<file path="src/rtl/vcic_pkg.sv">
package vcic_pkg;
  localparam int NUM_VC   = 8;
  localparam int VC_IDX_W = $clog2(NUM_VC);
  localparam int PORT_W   = 2;
  localparam int ROUTE_W  = 16;
  localparam int CTRL_W   = 38;

  typedef enum logic [1:0] {
    FT_IDLE = 2'b00,
    FT_HEAD = 2'b01,
    FT_BODY = 2'b10,
    FT_TAIL = 2'b11
  } flitKind_e;

  // Fixed link layout: the upstream neighbour encodes these positions.
  typedef struct packed {
    logic [NUM_VC-1:0]  ready;
    logic [ROUTE_W-1:0] route;
    logic [NUM_VC-1:0]  mask;
    logic [3:0]         size;
    flitKind_e          kind;
  } ctrlWord_t;

  typedef enum logic [1:0] {
    VS_IDLE   = 2'd0,
    VS_WAIT   = 2'd1,
    VS_ACTIVE = 2'd2
  } vcState_e;

  typedef struct packed {
    logic [NUM_VC-1:0] pop;
  } ctlStrobe_t;

  function automatic logic [VC_IDX_W-1:0] lowestVc(input logic [NUM_VC-1:0] m);
    logic [VC_IDX_W-1:0] r;
    r = '0;
    for (int i = NUM_VC - 1; i >= 0; i--) begin
      if (m[i]) r = VC_IDX_W'(i);
    end
    return r;
  endfunction
endpackage

</file>
<file path="src/rtl/vcic_datapath.sv">
module vcic_datapath
  import vcic_pkg::*;
#(
  parameter int DATA_W = 64,
  parameter int DEPTH  = 4
) (
  input  logic                       clk,
  input  logic                       rstN,
  input  logic                       inValid,
  input  logic [DATA_W-1:0]          inData,
  input  ctrlWord_t                  inCtrlS,
  input  ctlStrobe_t                 strobe,
  input  logic [VC_IDX_W-1:0]        readSel,
  output logic [NUM_VC-1:0]          readyUp,
  output logic [NUM_VC-1:0]          notEmpty,
  output flitKind_e [NUM_VC-1:0]     frontKind,
  output logic [NUM_VC*PORT_W-1:0]   frontPort,
  output logic [DATA_W-1:0]          outData,
  output logic [CTRL_W-1:0]          outCtrl
);
  localparam int PTR_W = (DEPTH > 1) ? $clog2(DEPTH) : 1;
  localparam int CNT_W = $clog2(DEPTH + 1);

  logic [VC_IDX_W-1:0] wrVc;
  logic                accept;
  ctrlWord_t           storeCtrl;
  logic [PORT_W-1:0]   storePort;
  logic [NUM_VC-1:0]   isFull;

  logic [DATA_W-1:0] frontData [NUM_VC];
  ctrlWord_t         frontCtrl [NUM_VC];

  assign wrVc   = lowestVc(inCtrlS.mask);
  assign accept = inValid && (inCtrlS.kind != FT_IDLE) && (|inCtrlS.mask) && !isFull[wrVc];

  always_comb begin
    storeCtrl       = inCtrlS;
    storeCtrl.ready = '0;
    storePort       = inCtrlS.route[PORT_W-1:0];
    if (inCtrlS.kind == FT_HEAD) storeCtrl.route = inCtrlS.route >> PORT_W;
  end

  for (genvar v = 0; v < NUM_VC; v++) begin : g_vc
    logic [DATA_W-1:0] dMem [DEPTH];
    ctrlWord_t         cMem [DEPTH];
    logic [PORT_W-1:0] pMem [DEPTH];
    logic [PTR_W-1:0]  wrPtr, rdPtr;
    logic [CNT_W-1:0]  cnt;
    logic              wrHere, popHere;

    assign wrHere  = accept && (wrVc == VC_IDX_W'(v));
    assign popHere = strobe.pop[v];

    always_ff @(posedge clk) begin
      if (!rstN) begin
        wrPtr <= '0;
        rdPtr <= '0;
        cnt   <= '0;
      end else begin
        if (wrHere) wrPtr <= (wrPtr == PTR_W'(DEPTH - 1)) ? '0 : wrPtr + 1'b1;
        if (popHere) rdPtr <= (rdPtr == PTR_W'(DEPTH - 1)) ? '0 : rdPtr + 1'b1;
        cnt <= cnt + CNT_W'(wrHere) - CNT_W'(popHere);
      end
    end

    always_ff @(posedge clk) begin
      if (wrHere) begin
        dMem[wrPtr] <= inData;
        cMem[wrPtr] <= storeCtrl;
        pMem[wrPtr] <= storePort;
      end
    end

    assign isFull[v]    = (cnt == CNT_W'(DEPTH));
    assign readyUp[v]   = !isFull[v];
    assign notEmpty[v]  = (cnt != '0);
    assign frontData[v] = dMem[rdPtr];
    assign frontCtrl[v] = cMem[rdPtr];
    assign frontKind[v] = cMem[rdPtr].kind;
    assign frontPort[v*PORT_W +: PORT_W] = pMem[rdPtr];

    AST_NO_OVERFLOW: assert property (@(posedge clk) disable iff (!rstN)
      cnt <= CNT_W'(DEPTH)) else $error("buffer overflow");
    AST_POP_HAS_FLIT: assert property (@(posedge clk) disable iff (!rstN)
      popHere |-> cnt != '0) else $error("pop of empty buffer");
    AST_IDLE_NOT_STORED: assert property (@(posedge clk) disable iff (!rstN)
      (inValid && inCtrlS.kind == FT_IDLE && !popHere) |=> $stable(cnt))
      else $error("idle flit stored");
    AST_FULL_DROPS: assert property (@(posedge clk) disable iff (!rstN)
      (cnt == CNT_W'(DEPTH) && !popHere) |=> cnt == CNT_W'(DEPTH))
      else $error("full buffer changed");
  end

  assign outData = frontData[readSel];
  assign outCtrl = frontCtrl[readSel];
endmodule

</file>
<file path="src/rtl/vcic_control.sv">
module vcic_control
  import vcic_pkg::*;
#(
  parameter int STATIC_VC = 0
) (
  input  logic                   clk,
  input  logic                   rstN,
  input  logic [NUM_VC-1:0]      notEmpty,
  input  flitKind_e [NUM_VC-1:0] frontKind,
  input  logic [NUM_VC-1:0]      grantVc,
  input  logic                   readEn,
  input  logic [VC_IDX_W-1:0]    readSel,
  output ctlStrobe_t             strobe,
  output logic [NUM_VC-1:0]      reqVc,
  output logic [NUM_VC-1:0]      outValid
);
  for (genvar v = 0; v < NUM_VC; v++) begin : g_fsm
    localparam bit IS_STATIC = (v == STATIC_VC);
    vcState_e st, stNext;
    logic readHit, orphan;

    assign readHit = (st == VS_ACTIVE) && notEmpty[v] && readEn && (readSel == VC_IDX_W'(v));
    assign orphan  = (st == VS_IDLE) && notEmpty[v] && (frontKind[v] != FT_HEAD);

    assign strobe.pop[v] = readHit || orphan;
    assign reqVc[v]      = (st == VS_WAIT);
    assign outValid[v]   = (st == VS_ACTIVE) && notEmpty[v];

    always_comb begin
      stNext = st;
      unique case (st)
        VS_IDLE:   if (notEmpty[v] && frontKind[v] == FT_HEAD)
                     stNext = IS_STATIC ? VS_ACTIVE : VS_WAIT;
        VS_WAIT:   if (grantVc[v]) stNext = VS_ACTIVE;
        VS_ACTIVE: if (readHit && frontKind[v] == FT_TAIL) stNext = VS_IDLE;
        default:   stNext = VS_IDLE;
      endcase
    end

    always_ff @(posedge clk) begin
      if (!rstN) st <= VS_IDLE;
      else       st <= stNext;
    end

    AST_REQ_HAS_HEAD: assert property (@(posedge clk) disable iff (!rstN)
      reqVc[v] |-> (notEmpty[v] && frontKind[v] == FT_HEAD))
      else $error("request without head");
    AST_GRANT_ACTIVATES: assert property (@(posedge clk) disable iff (!rstN)
      (reqVc[v] && grantVc[v]) |=> outValid[v])
      else $error("grant not honoured");
    AST_TAIL_CLOSES: assert property (@(posedge clk) disable iff (!rstN)
      (outValid[v] && readEn && readSel == VC_IDX_W'(v) && frontKind[v] == FT_TAIL)
        |=> (!outValid[v] && !reqVc[v]))
      else $error("tail did not close channel");
    if (IS_STATIC) begin : g_static
      AST_STATIC_DIRECT: assert property (@(posedge clk) disable iff (!rstN)
        (st == VS_IDLE && notEmpty[v] && frontKind[v] == FT_HEAD) |=> (outValid[v] && !reqVc[v]))
        else $error("static channel arbitrated");
    end
  end
endmodule

</file>
<file path="src/rtl/vc_input_ctrl.sv">
module vc_input_ctrl
  import vcic_pkg::*;
#(
  parameter int DATA_W    = 64,
  parameter int DEPTH     = 4,
  parameter int STATIC_VC = 0
) (
  input  logic                      clk,
  input  logic                      rstN,
  input  logic                      inValid,
  input  logic [DATA_W-1:0]         inData,
  input  logic [CTRL_W-1:0]         inCtrl,
  output logic [NUM_VC-1:0]         readyUp,
  output logic [NUM_VC-1:0]         reqVc,
  output logic [NUM_VC*PORT_W-1:0]  reqPort,
  input  logic [NUM_VC-1:0]         grantVc,
  input  logic                      readEn,
  input  logic [VC_IDX_W-1:0]       readSel,
  output logic [NUM_VC-1:0]         outValid,
  output logic [DATA_W-1:0]         outData,
  output logic [CTRL_W-1:0]         outCtrl
);
  ctrlWord_t             inCtrlS;
  ctlStrobe_t            strobe;
  logic [NUM_VC-1:0]     notEmpty;
  flitKind_e [NUM_VC-1:0] frontKind;

  assign inCtrlS = inCtrl;

  vcic_datapath #(.DATA_W(DATA_W), .DEPTH(DEPTH)) u_dp (
    .clk(clk), .rstN(rstN), .inValid(inValid), .inData(inData), .inCtrlS(inCtrlS),
    .strobe(strobe), .readSel(readSel), .readyUp(readyUp), .notEmpty(notEmpty),
    .frontKind(frontKind), .frontPort(reqPort), .outData(outData), .outCtrl(outCtrl)
  );

  vcic_control #(.STATIC_VC(STATIC_VC)) u_ctl (
    .clk(clk), .rstN(rstN), .notEmpty(notEmpty), .frontKind(frontKind),
    .grantVc(grantVc), .readEn(readEn), .readSel(readSel), .strobe(strobe),
    .reqVc(reqVc), .outValid(outValid)
  );
endmodule

</file>
<file path="config.mk">
export PLATFORM = sky130hd
export DESIGN_NAME = vc_input_ctrl
export DESIGN_NICKNAME = d
export VERILOG_FILES = /design/src/rtl/vcic_pkg.sv /design/src/rtl/vcic_datapath.sv /design/src/rtl/vcic_control.sv /design/src/rtl/vc_input_ctrl.sv
export SDC_FILE = /design/constraint.sdc
export NUM_CORES = 2
export LEC_CHECK = 0
export BUFFER_PORTS_ARGS = -buffer_cell sky130_fd_sc_hd__buf_2
export CORE_AREA = 5 5 525 527
export DETAILED_ROUTE_END_ITERATION = 7
export DIE_AREA = 0 0 530 532
export HOLD_SLACK_MARGIN = 0.02
export RECOVER_POWER = 25
export SETUP_SLACK_MARGIN = 0.02
export SLEW_MARGIN = 20
export SYNTH_ARGS = -nofsm -noshare
export SYNTH_HDL_FRONTEND = slang
export SYNTH_SLANG_ARGS = --single-unit
</file>
<file path="constraint.sdc">
create_clock -name clk -period 10.01 [get_ports clk]
set_input_delay 2.002 -clock clk [delete_from_list [all_inputs] [get_ports clk]]
set_output_delay 2.002 -clock clk [all_outputs]
set_load 0.02 [all_outputs]
</file>
# Word-level counts from Yosys, hierarchy flattened
# Memories as Yosys holds them, arrays and structs flattened. A register that Yosys moved wholly into a read port is not among the register bits.
# Cells that the tools add are included.
[word_totals]
output_inout_bits = 142
regBits = 72
memories = 24
rom_bits = 0
elab_cells = 435
latchBits = 0
ram_bits = 3072
[op_classes]
div = 0
reduce_logical = 112
n_eq_ne = 103
bitwise_logic = 1
order_cmp = 2
muxes = 129
n_addsub = 32
n_mul = 0
shifts = 0
[mem_list]
columns = ["memory", "depth", "width", "read_ports", "rd_ports_with_merged_regs", "write_ports", "line", "source"]
rows = [
  ["u_dp.g_vc[0].dMem", 4, 64, 1, 1, 1, "vcic_datapath.sv:44", "logic [DATA_W-1:0] dMem [DEPTH];"],
  ["u_dp.g_vc[1].dMem", 4, 64, 1, 1, 1, "vcic_datapath.sv:44", ""],
  ["u_dp.g_vc[2].dMem", 4, 64, 1, 1, 1, "vcic_datapath.sv:44", ""],
  ["u_dp.g_vc[3].dMem", 4, 64, 1, 1, 1, "vcic_datapath.sv:44", ""],
  ["u_dp.g_vc[4].dMem", 4, 64, 1, 1, 1, "vcic_datapath.sv:44", ""],
  ["u_dp.g_vc[5].dMem", 4, 64, 1, 1, 1, "vcic_datapath.sv:44", ""],
  ["+18 memories", "-", "-", "-", "-", "-", "-", ""],
]
[op_table]
columns = ["cell", "count"]
rows = [
  ["binary-select mux 64 bit (select 3 bit)", 1],
  ["two-way mux 2 bit", 88],
  ["two-way mux 64 bit", 2],
  ["binary-select mux 38 bit (select 3 bit)", 1],
  ["two-way mux 38 bit", 2],
  ["logical AND 1 bit", 67],
  ["== test 2 bit, second input constant", 32],
  ["== test 3 bit, second input constant", 16],
  ["one-hot mux 2 bit (3 select lines)", 8],
  ["== test 2 x 1 -> 1 bit, second input constant", 17],
  ["adder 2 x 1 -> 2 bit, second input constant", 16],
  ["!= test 2 x 1 -> 1 bit, second input constant", 16],
  ["!= test 2 bit, second input constant", 16],
  ["adder 3 x 1 -> 3 bit", 8],
  ["two-way mux 3 bit", 8],
  ["AND reduction 3 bit", 8],
  ["nonzero test 3 bit", 8],
  ["subtractor 3 x 1 -> 3 bit", 8],
  ["two-way mux 1 bit", 17],
  ["zero test 2 bit", 8],
  ["two-way mux 16 bit", 1],
  ["== test 3 x 2 -> 1 bit, second input constant", 4],
  ["zero test 1 bit", 9],
  ["logical OR 1 bit", 8],
  ["other kinds (8)", 10],
]

# Longest topological paths before layout
[depth]
ltp_word = 15
depth_mapped = 14

# By module
# Synthesis repeated with hierarchy kept, for this count alone.
[hier_totals]
hier_cells = 5559
hier_area_um2 = 120088.9
[by_module_without_submodules]
columns = ["module", "area_each_um2", "cells_per_inst", "instances", "seq_area_each_um2"]
rows = [
  ["vcic_datapath", 118991.6, 5419, 1, 93689.9],
  ["vcic_control", 1097.3, 140, 1, 300.3],
]

# Worst setup path after synthesis
# No wires, ideal clock.
[synth_path]
path_type = "in2reg"
startpoint = "in inCtrl[7]"
endpoint = "mem u_dp.g_vc[7].cMem[0][0] in the netlist's numbering (enable)"
arrival_ns = 5.571
path_stages = 5
required_time_ns = 9.544
setup_ns = 0.466
path_slack_ns = 3.974
path_cell_list = "or4_4 -> or4_1 -> and4bb_1 -> buf_6 -> and2_1"
[synth_via]
elab_chain_len = 9
[synth_lines]
columns = ["element", "line", "source"]
rows = [
  ["start: declaration", "vc_input_ctrl.sv:12", "input logic [CTRL_W-1:0] inCtrl,"],
  ["two-way mux 3 bit (2 in series)", "vcic_pkg.sv:38", "if (m[i]) r = VC_IDX_W'(i);"],
  ["binary-select mux 1 bit (select 3 bit)", "vcic_datapath.sv:34", "assign accept = inValid && (inCtrlS.kind != FT_IDLE) && (|inCtrlS.mask) && !isFull[wrVc];"],
  ["two-way mux 1 bit (not written as such)", "vcic_datapath.sv:34", ""],
  ["zero test 1 bit", "vcic_datapath.sv:34", ""],
  ["logical AND 1 bit", "vcic_datapath.sv:34", ""],
  ["logical AND 1 bit (*)", "vcic_datapath.sv:51", "assign wrHere = accept && (wrVc == VC_IDX_W'(v));"],
  ["via u_dp.g_vc[7].wrHere", "vcic_datapath.sv:49", "logic wrHere, popHere;"],
  ["two-way mux 1 bit (*)", "vcic_datapath.sv:67", "if (wrHere) begin"],
  ["two-way mux 1 bit (not written as such) (*)", "vcic_datapath.sv:69", "cMem[wrPtr] <= storeCtrl;"],
  ["end: declaration", "vcic_datapath.sv:45", "ctrlWord_t cMem [DEPTH];"],
]
# The timed path passes the listed nets; every way through them passes the cells marked *. The select of a mux whose other input is x is not followed.

# Final worst setup path
[layout_path]
startpoint = "in readSel[0]"
endpoint = "out outData[57]"
[layout_via]
elab_chain_len = 4
[layout_lines]
columns = ["element", "line", "source"]
rows = [
  ["start: declaration", "vc_input_ctrl.sv:18", "input logic [VC_IDX_W-1:0] readSel,"],
  ["NOT 3 -> 4 bit (not written as such)", "vcic_datapath.sv:94", "assign outData = frontData[readSel];"],
  ["binary-select mux 64 bit (select 3 bit)", "vcic_datapath.sv:94", ""],
  ["two-way mux 64 bit (not written as such) (2 in series)", "vcic_datapath.sv:94", ""],
  ["end: declaration", "vc_input_ctrl.sv:20", "output logic [DATA_W-1:0] outData,"],
]
# No other way between the ends. The select of a mux whose other input is x is not followed.

==> impl_metrics.toml <==
[placement]
portBuffers = 240
dp_hpwl_um = 161000
pre_cts_ws_ns = 2.67
place_inst = 9593
gp_congestion = 0.747
place_area_mm2 = 0.127

[yosys]
syn_inst = 6008
synth_top_area_share_pct = 76.3
yosys_most_used_dff = "edfxtp_1"
synth_seq_area_share_pct = 77.8
synth_area_mm2 = 0.121
synth.avg_cell_area_um2 = 20.1
synth_cell_types = 62
yosys-top-cells-area = "edfxtp_1 (76%), mux2i_1 (7.2%), mux4_2 (7.2%), o22ai_1 (1.9%), dfxtp_1 (1.4%)"
ys_seq_elements = 3159
synth_warnings = 0
synth_largest_area_cell = "edfxtp_1"
async_flop_share_pct = 0
synth-edff-count = 3072

[drt]
drc = 0
wl_um = 340000
wl_per_cell_um = 33.4
num_vias = 61972
drtIter0Drc = 7167
drtAntennaViolNets = 0
via_per_inst = 6.08
drtPass1Iterations = 6

[clock_network]
clockBufferDepth = 4
cts.sinks = 3159
cts_hold_buf = 0
cts_root_buf = "clkbuf_16"
cts_tree = "yes"
cts_buffers = 341
clk_latency_ns = 0.96
htreeDepth = 5
path_clk_slew_ns = 0.06
post_cts_buffers = 0
cts_resized = 0

[critical_path]
rrSetupSlack_ns = 5.93
setup.worst_path.end_class = "primary output"
r2r_end = "u_dp.g_vc[7].cnt[2]$_SDFF_PN0_"
required_ns = 8.01
critical_path.startpoint_type = "primary input"
ff2ff_path_depth = 13
cp-startpoint = "readSel[0]"
worstSetupPathType = "in -> out"
crit_fanout = 43
arrival_ns = 5.37

[die]
io_pins = 259
die_y_um = 532
floorplan.initialDensity_pct = 44.8
core-area_mm2 = 0.270
die_area_mm2 = 0.282
fp.dieW_um = 530
rows = 191

[power]
swShare_pct = 26.8
power_switching_mw = 8.83
p_leak_nw = 42.0
p_int_mw = 24.2
pwr-share-seq_pct = 46.1
power_mw = 33.0
power.share.clock_pct = 36.4
pwr_density_cell_mw_per_mm2 = 241
vdd_drop_max_mv = 0.194
pwr-share-comb_pct = 17.5

[global_route]
grt_pass1_vias = 62107
track_usage_pct = 23.7
grt_pass1_wl_um = 475000
antenna_found_initial = 33
gr-total-overflow = 0
grt_start_max_net_pins = 102

[run_status]
outcome = "complete, but fails checks"
violations = "capacitance limit, slew limit"

[timing]
post-route-min-period_ns = 7.37
totalNegativeSetupSlack_ns = 0
finalCritPeriodShare_pct = 73.6
grt_setup_unrepaired = "false"
fin_ws_ns = 2.64
slew_viol_final = 103
hold_violations = 0
timing.hold.ws_ns = 0.508
relSlewSlack_pct = -23.9
clock-skew-final_ns = 0.0990
clock.fmax_ghz = 0.136
worst_slew_pin_slew_ns = 1.86
setup_viol = 0

[cells_and_area]
final_cell_area_mm2 = 0.137
syn2layout_area_growth_pct = 13.4
final_net_count = 6548
stdcell_count = 10185
utilization_pct = 50.8
fill_cells = 21469
drive_gt1_share_pct = 18.4

[hold_path]
hold_depth = 2
hp-class = "reg -> reg"
hold_path_end = "u_dp.g_vc[0].wrPtr[1]$_SDFFE_PN0P_"
hold_start = "u_dp.g_vc[0].wrPtr[1]$_SDFFE_PN0P_"

[job]
maxCapViolCount = 3
[worst max-delay path, stage by stage]
cell,delay (ns)
buf_2,0.26
nor3b_1,0.67
nand2_4,0.75
buf_4,0.59
o22ai_1,0.23
nor2_1,0.09
o2111ai_1,0.40
buf_2,0.30
[layer usage]
metal / up-vias / part of all wire [%] / GRT usage, %
li1: 25418 / - / -
met1: 33209 / 41 / 32.7
met2: 2719 / 48 / 38.8
met3: 618 / 7.4 / 3.92
met4: 8 / 3.5 / 7.72
met5: - / 0.015 / 0
[final cells by class]
| cell class | instances | area [um2] | area share (%) |
|---|---|---|---|
| sequential | 3159 | 94000 | 68.6 |
| multi-input combinational | 2460 | 25500 | 18.6 |
| clock buffer | 408 | 8940 | 6.52 |
| tap | 3570 | 4470 | 3.26 |
| timing repair buffer | 341 | 2330 | 1.70 |
| clock inverter | 173 | 1570 | 1.15 |
| inverter | 64 | 248 | 0.181 |
| antenna | 10 | 25.0 | 0.0183 |
[cells in the mapped netlist (3+ instances only)]
cell type	number
nand4_1	4
nor4_1	6
nor4b_1	3
mux4_2	385
buf_2	39
nand4b_1	7
inv_1	63
clkbuf_1	200
nor2b_1	23
o21a_1	3
ha_1	56
fa_1	8
nor3_1	14
nand3_1	33
mux2_2	31
nand3b_1	6
nor4bb_1	3
buf_1	76
mux2i_1	871
nand2b_1	10
edfxtp_1	3072
xnor2_1	11
and2_1	64
a32oi_1	3
o22ai_1	370
nor3b_1	9
buf_4	16
nor2_1	224
a21oi_1	4
o2111ai_1	93
o21ai_0	34
dfxtp_1	87
nand2_1	42
xor2_1	5
or4_1	3
a22oi_1	92
[layout by cell type, fill, tap and decap left out, types with 11 or more instances in the layout]
cell type / count
and2_4: 32
buf_12: 36
clkinv_2: 57
o22ai_1: 370
inv_1: 63
nand3_1: 33
dfxtp_4: 12
xnor2_1: 11
ha_1: 56
mux2_2: 31
clkbuf_16: 347
dfxtp_1: 75
mux4_2: 385
nor2_1: 222
clkinv_1: 66
buf_4: 62
mux2i_1: 871
o21ai_0: 34
clkbuf_1: 117
a22oi_1: 92
o2111ai_1: 93
nor3_1: 14
buf_2: 184
bufinv_16: 27
nor2b_1: 23
and2_1: 32
edfxtp_1: 3072
nand2_1: 40
[logic make-up after synthesis]
| family | count (synthesis) | synth area share [%] |
|---|---|---|
| flip-flops | 3159 | 77.8 |
| multiplexers | 1287 | 14.7 |
| AO/OA/AOI/OAI | 613 | 3.45 |
| AND/OR/NAND/NOR | 471 | 1.95 |
| buffers and inverters | 397 | 1.34 |
| adder cells (fa/ha/maj) | 64 | 0.712 |
| XOR/XNOR | 16 | 0.116 |
| other | 1 | 0.00310 |
[worst max path at each step]
| stage | endpoint | slack [ns] | depth (start not counted) |
|---|---|---|---|
| 3_5_place_dp | outData[57] | 2.67 | 8 |
| 2_1_floorplan | u_dp.g_vc[7].cMem[0][0]$_DFFE_PP_ | 3.97 | 5 |
| 3_3_place_gp | outData[57] | 2.72 | 8 |
| 6_report | outData[57] | 2.64 | 8 |
| 4_1_cts | outData[57] | 2.66 | 8 |
| 5_1_grt | outData[57] | 2.64 | 8 |
[sequential cells by signal, indices dropped and copies added (netlist names), named ones only]
name	count
u_dp.g_vc.cnt	24
u_dp.g_vc.dMem	2048
u_dp.g_vc.pMem	64
u_ctl.g_fsm.st	15
u_dp.g_vc.rdPtr	16
u_dp.g_vc.wrPtr	16
u_dp.g_vc.cMem	960
[power by group through the flow]
| stage | logic (mW) | clock network, mW | registers, mW |
|---|---|---|---|
| finish | 5.79 | 12.0 | 15.2 |
| global route | 6.14 | 12.7 | 15.2 |
| CTS | 5.85 | 12.2 | 15.2 |
| global placement | 5.76 | 0 | 15.5 |
| detailed placement | 5.84 | 0 | 15.5 |
| floorplan | 4.06 | 0 | 15.1 |
Note: power is estimated with default switching activity, not from simulation.
